$ cat src/rtl/cba_pkg.sv
package cba_pkg;

  // Physical placement of an access inside the cache arrays.
  typedef struct packed {
    logic       bank;
    logic       half;
    logic [1:0] sub;
  } cba_key_t;

  localparam int unsigned NUM_REQ = 3;
  localparam int unsigned IDX_TST = 0;
  localparam int unsigned IDX_SBD = 1;
  localparam int unsigned IDX_FIL = 2;

  // Two requests share a sub-array only when every placement field agrees.
  function automatic logic keys_match(input cba_key_t a, input cba_key_t b);
    return (a.bank == b.bank) && (a.half == b.half) && (a.sub == b.sub);
  endfunction

endpackage

$ cat src/rtl/cba_decode.sv
module cba_decode
  import cba_pkg::*;
#(
  parameter int unsigned ADDR_W   = 32,
  parameter int unsigned SUB_LO   = 12,
  parameter int unsigned HALF_BIT = 15,
  parameter int unsigned BANK_LO  = 14,
  parameter int unsigned BANK_HI  = 23
) (
  input  logic [ADDR_W-1:0] addr,
  input  logic              bank_sel,
  output cba_key_t          key
);

  logic unused_addr_bits;
  assign unused_addr_bits = ^addr;

  always_comb begin
    key.sub  = addr[SUB_LO +: 2];
    key.half = addr[HALF_BIT];
    key.bank = bank_sel ? addr[BANK_HI] : addr[BANK_LO];
  end

endmodule

$ cat src/rtl/cba_starve.sv
module cba_starve #(
  parameter int unsigned LIMIT = 8
) (
  input  logic clk,
  input  logic rst_n,
  input  logic fil_vld,
  input  logic fil_gnt,
  output logic force_fill
);

  localparam int unsigned CW = $clog2(LIMIT + 1);
  localparam logic [CW-1:0] CMAX = CW'(LIMIT);

  logic [CW-1:0] deny_cnt;

  always_ff @(posedge clk or negedge rst_n) begin
    if (!rst_n) begin
      deny_cnt <= '0;
    end else if (fil_vld && !fil_gnt) begin
      if (deny_cnt != CMAX) deny_cnt <= deny_cnt + 1'b1;
    end else begin
      deny_cnt <= '0;
    end
  end

  assign force_fill = (deny_cnt == CMAX);

endmodule

$ cat src/rtl/cba_prio.sv
module cba_prio (
  input  logic tst_vld,
  input  logic sbd_vld,
  input  logic fil_vld,
  input  logic col_ts,
  input  logic col_tf,
  input  logic col_sf,
  input  logic force_fill,
  output logic tst_gnt,
  output logic sbd_gnt,
  output logic fil_gnt
);

  logic tst_blocks_sbd, tst_blocks_fil, sbd_blocks_fil, fil_takes_sbd;

  always_comb begin
    tst_blocks_sbd = tst_vld && col_ts;
    tst_blocks_fil = tst_vld && col_tf;
    sbd_blocks_fil = sbd_vld && col_sf && !force_fill;
    fil_takes_sbd  = fil_vld && col_sf && force_fill;

    tst_gnt = tst_vld;
    sbd_gnt = sbd_vld && !tst_blocks_sbd && !fil_takes_sbd;
    fil_gnt = fil_vld && !tst_blocks_fil && !sbd_blocks_fil;
  end

endmodule

$ cat src/rtl/cache_bank_arbiter.sv
module cache_bank_arbiter
  import cba_pkg::*;
#(
  parameter int unsigned ADDR_W       = 32,
  parameter int unsigned HALF_BIT     = 15,
  parameter int unsigned STARVE_LIMIT = 8
) (
  input  logic              clk,
  input  logic              rst_n,
  input  logic              bank_sel,
  input  logic              tst_vld,
  input  logic [ADDR_W-1:0] tst_addr,
  input  logic              sbd_vld,
  input  logic [ADDR_W-1:0] sbd_addr,
  input  logic              fil_vld,
  input  logic [ADDR_W-1:0] fil_addr,
  output logic              tst_gnt,
  output logic              sbd_gnt,
  output logic              fil_gnt,
  output logic              tst_stall,
  output logic              sbd_stall,
  output logic              fil_stall
);

  logic [NUM_REQ-1:0][ADDR_W-1:0] req_addr;
  cba_key_t [NUM_REQ-1:0]         req_key;

  assign req_addr[IDX_TST] = tst_addr;
  assign req_addr[IDX_SBD] = sbd_addr;
  assign req_addr[IDX_FIL] = fil_addr;

  for (genvar gi = 0; gi < NUM_REQ; gi++) begin : g_dec
    cba_decode #(
      .ADDR_W  (ADDR_W),
      .HALF_BIT(HALF_BIT)
    ) u_dec (
      .addr    (req_addr[gi]),
      .bank_sel(bank_sel),
      .key     (req_key[gi])
    );
  end

  // Pairwise collision events, named for the checker.
  logic col_ts, col_tf, col_sf;
  assign col_ts = keys_match(req_key[IDX_TST], req_key[IDX_SBD]);
  assign col_tf = keys_match(req_key[IDX_TST], req_key[IDX_FIL]);
  assign col_sf = keys_match(req_key[IDX_SBD], req_key[IDX_FIL]);

  logic force_fill;

  cba_starve #(.LIMIT(STARVE_LIMIT)) u_starve (
    .clk       (clk),
    .rst_n     (rst_n),
    .fil_vld   (fil_vld),
    .fil_gnt   (fil_gnt),
    .force_fill(force_fill)
  );

  cba_prio u_prio (
    .tst_vld   (tst_vld),
    .sbd_vld   (sbd_vld),
    .fil_vld   (fil_vld),
    .col_ts    (col_ts),
    .col_tf    (col_tf),
    .col_sf    (col_sf),
    .force_fill(force_fill),
    .tst_gnt   (tst_gnt),
    .sbd_gnt   (sbd_gnt),
    .fil_gnt   (fil_gnt)
  );

  assign tst_stall = tst_vld && !tst_gnt;
  assign sbd_stall = sbd_vld && !sbd_gnt;
  assign fil_stall = fil_vld && !fil_gnt;

endmodule

$ cat config.mk
export PLATFORM = sky130hd
export DESIGN_NAME = cache_bank_arbiter
export DESIGN_NICKNAME = d
export VERILOG_FILES = /design/src/rtl/cba_pkg.sv /design/src/rtl/cba_decode.sv /design/src/rtl/cba_starve.sv /design/src/rtl/cba_prio.sv /design/src/rtl/cache_bank_arbiter.sv
export SDC_FILE = /design/constraint.sdc
export NUM_CORES = 1
export LEC_CHECK = 0
export ABC_AREA = 1
export BUFFER_PORTS_ARGS = -buffer_cell sky130_fd_sc_hd__buf_2
export CAP_MARGIN = 10
export CELL_PAD_IN_SITES_DETAIL_PLACEMENT = 0
export CELL_PAD_IN_SITES_GLOBAL_PLACEMENT = 1
export CORE_ASPECT_RATIO = 1.25
export CORE_MARGIN = 2
export CORE_UTILIZATION = 14
export CTS_BUF_LIST = sky130_fd_sc_hd__clkbuf_2 sky130_fd_sc_hd__clkbuf_4 sky130_fd_sc_hd__clkbuf_8
export DETAILED_ROUTE_END_ITERATION = 7
export PLACE_DENSITY = 0.86
export SYNTH_ARGS = -nofsm -noshare
export SYNTH_HDL_FRONTEND = slang
export SYNTH_SLANG_ARGS = --single-unit
$ cat constraint.sdc
create_clock -name clk -period 2.56 [get_ports clk]
set_clock_uncertainty 0.15 [all_clocks]
set_input_delay 0.256 -clock clk [delete_from_list [all_inputs] [get_ports clk]]
set_output_delay 0.256 -clock clk [all_outputs]
set_load 0.1 [all_outputs]
==> flow_summary_export.csv <==
group,metric,value,unit
sta,finalHoldViolCount,0,
setup_path,max_stage_delay,0.43,ns
route,vias_per_cell,3.44,
clock_tree,clock_latency,0.22,ns
sta,finalHoldWorstSlack,0.194,ns
yosys,syn-cell-area,553,um^2
final_layout,regMostFlops,"u_starve.deny_cnt",
power,clock_power_share,41.7,%
hold_path,whs_endpoint,"u_starve.deny_cnt[0]",
setup_path,start_kind,"register",
yosys,synth.distinct_cells,21,
yosys,yosysWarnings,0,
setup_path,critPathTopFamily,"buffers and inverters",
yosys,ys_seq_area_share,18.1,%
power,power_frac_seq,21.0,%
sta,fin_crit,2.30,ns
route,drtPass1Iterations,4,
final_layout,final_cell_mix,"34 x nand2_1, 25 x buf_2, 17 x inv_1, 12 x nor2_1",
sta,max_freq,434,MHz
setup_path,path_class,"register to output pin",
grt,grt_pass1_wl,2300,um
setup_path,cp_slowest_cell,"buf_2",
setup_path,crit_path_cell_trace,"inv_1 -> ha_1 -> nand2_1 -> nor2_1 -> nor2_1 -> nand3_2 -> nand2_2 -> inv_1 -> buf_2",
final_layout,area_growth,42.5,%
route,wl_per_cell,7.25,um
final_layout,fin_util,20.8,%
final_layout,layout-drive-gt1-share,30.6,%
clock_tree,cts_resized,0,
clock_tree,cts_buffers,3,
power,comb_power_share,37.4,%
sta,fin_setup_tns,0,ns
setup_path,end_kind,"output pin",
setup_path,regToRegSetupSlack,0.99,ns
die,io_pins,108,
final_layout,final_cell_area,788,um^2
grt,gr-usage-met3,2.43,%
outcome,status,"finished clean",
place,gp_congestion,0.763,
route,dr_total_vias,612,
final_layout,final_common_cell,"nand2_1",
sta,layout_worst_path_cycle_share,89.9,%
clock_tree,ctsLongestPathBuffers,2,
place,place_area,737,um^2
route,routed_wirelength,1290,um
clock_tree,clkTransAtPathRegs,0.03,ns
route,drt_iter0_drc,10,
yosys,synth_area_per_cell,5.70,um^2
grt,grtUsageTotal,6.67,%
setup_path,required,2.15,ns
final_layout,reg_top3,"u_starve.deny_cnt: 4 flops",
power,vdd_drop_max,0.124,mV
sta,setup_viol_count_final,0,
die,dieHeight,74.3,um
clock_tree,h-tree-depth,1,
job,drv_cap,0,
setup_path,cp.arrival,1.90,ns
die,die_width,60.2,um
clock_tree,post-cts-setup-buffer-count,0,
setup_path,r2r-end,"u_starve.deny_cnt[1]",
final_layout,antenna_cells,0,
die,coreArea,0.00378,mm^2
final_layout,nets,230,
sta,setup_ws,0.258,ns
setup_path,rr_worst_depth,7,
place,place_ws,0.495,ns
grt,grt_use_met2,12.7,%
final_layout,nFillCells,465,
grt,grt-busiest-layer,"met2",
final_layout,largest_reg_flops,4,
setup_path,worst-path-max-fanout,4,
die,row_count,25,
route,drc_errors,0,
hold_path,worst_hold_path.num_cells,3,
power,power.switching,0.120,mW
hold_path,min_path_type,"input port to register",
grt,grt_max_degree,7,
power,p_per_area,411,mW/mm^2
setup_path,r2r_start,"u_starve.deny_cnt[0]",
clock_tree,cts_tree,"built",
die,start_util,14.6,%
clock_tree,cts_sinks,4,
grt,grt_overflow_total,0,
grt,use_met1,6.78,%
clock_tree,cts_root_buffer,"clkbuf_8",
sta,drv_slew,0,
yosys,synthesis.nets,201,
clock_tree,cts_hold_buffers,1,
hold_path,worstHoldStart,"fil_vld",
grt,grt_antenna_before_repair,0,
power,p_int,0.204,mW
yosys,synth_seq_cells,4,
sta,rsz0062_at_grt,"no",
place,io_buffers,25,
grt,first_global_vias,606,
die,dieArea,0.00447,mm^2
power,switching_share,37.1,%
power,power_leakage,0.461,nW
setup_path,path_buf_inv,3,
place,hpwl,1130,um
route,antenna_left,0,
yosys,netlist_instances,97,
-- cell usage after synthesis --
master    number  share of area, %
nand2_1       34                23
o211ai_1       1               1.4
nor3_1         1              0.90
nand3_1        3               2.7
dfrtp_1        4                18
xor2_1         4               6.3
ha_1           2               4.5
a31oi_1        1               1.1
nand4_1        1               1.1
inv_2          1              0.68
conb_1         1              0.68
nand3_2        1               1.8
a21oi_1        1              0.90
nor2_2         1               1.1
nor2_1        12               8.1
nor2b_1        1               1.1
nand2_2        4               4.5
or2_2          1               1.1
xnor2_1        4               6.3
inv_1         17                12
buf_4          2               2.7
-- metal layers --
metal  share of wire (%)  up-vias
li1                    -      338
met5                   0        -
met4                   0        0
met3                 7.6        0
met1                  41      253
met2                  52       21
-- kinds of logic after synthesis --
kind of cell    synth area share [%]
fa+ha+maj                       4.52
buf+inv                         14.9
compound gates                  3.39
xor+xnor                        12.7
other cells                    0.678
simple gates                    45.7
flops                           18.1
-- through the flow --
step,total power [mW],cells
3_5_place_dp,0.191,174
5_1_grt,0.347,178
4_1_cts,0.330,178
2_1_floorplan,0.158,97
6_report,0.324,178
3_3_place_gp,0.190,174
-- worst max-delay path by stage --
| stage | from | to | depth (start not counted) |
|---|---|---|---|
| final | u_starve.deny_cnt[0] | fil_gnt | 9 |
| after global routing | u_starve.deny_cnt[0] | sbd_stall | 7 |
| after detailed placement | u_starve.deny_cnt[0] | sbd_stall | 7 |
| after floorplan | u_starve.deny_cnt[0] | sbd_stall | 6 |
| after global placement | u_starve.deny_cnt[0] | fil_gnt | 9 |
| after CTS | u_starve.deny_cnt[0] | sbd_stall | 7 |
-- worst reg2reg max path, cell delays in order (launching register included) --
cell and delay, ns:
dfrtp_1 0.41, inv_1 0.07, ha_1 0.13, nand2_1 0.05
nor2_1 0.25, inv_1 0.12, a31oi_1 0.21, nor2_2 0.05
-- final cells by class --
type                            instances  area (um^2)  share of cell area, %
Clock buffer                            3         41.3                   5.24
Inverter                               18         67.6                   8.57
Multi-Input combinational cell         73          377                   47.8
Timing Repair Buffer                   26          135                   17.1
Sequential cell                         4          100                   12.7
Tap cell                               54         67.6                   8.57
-- power groups by stage --
stage	sequential (mW)	clock [mW]	combinational (mW)
floorplan	0.0682	0	0.0897
global placement	0.0687	0	0.121
detailed placement	0.0687	0	0.122
CTS	0.0680	0.139	0.123
global route	0.0684	0.143	0.136
finish	0.0679	0.135	0.121
Note: power is estimated with default switching activity, not from simulation.
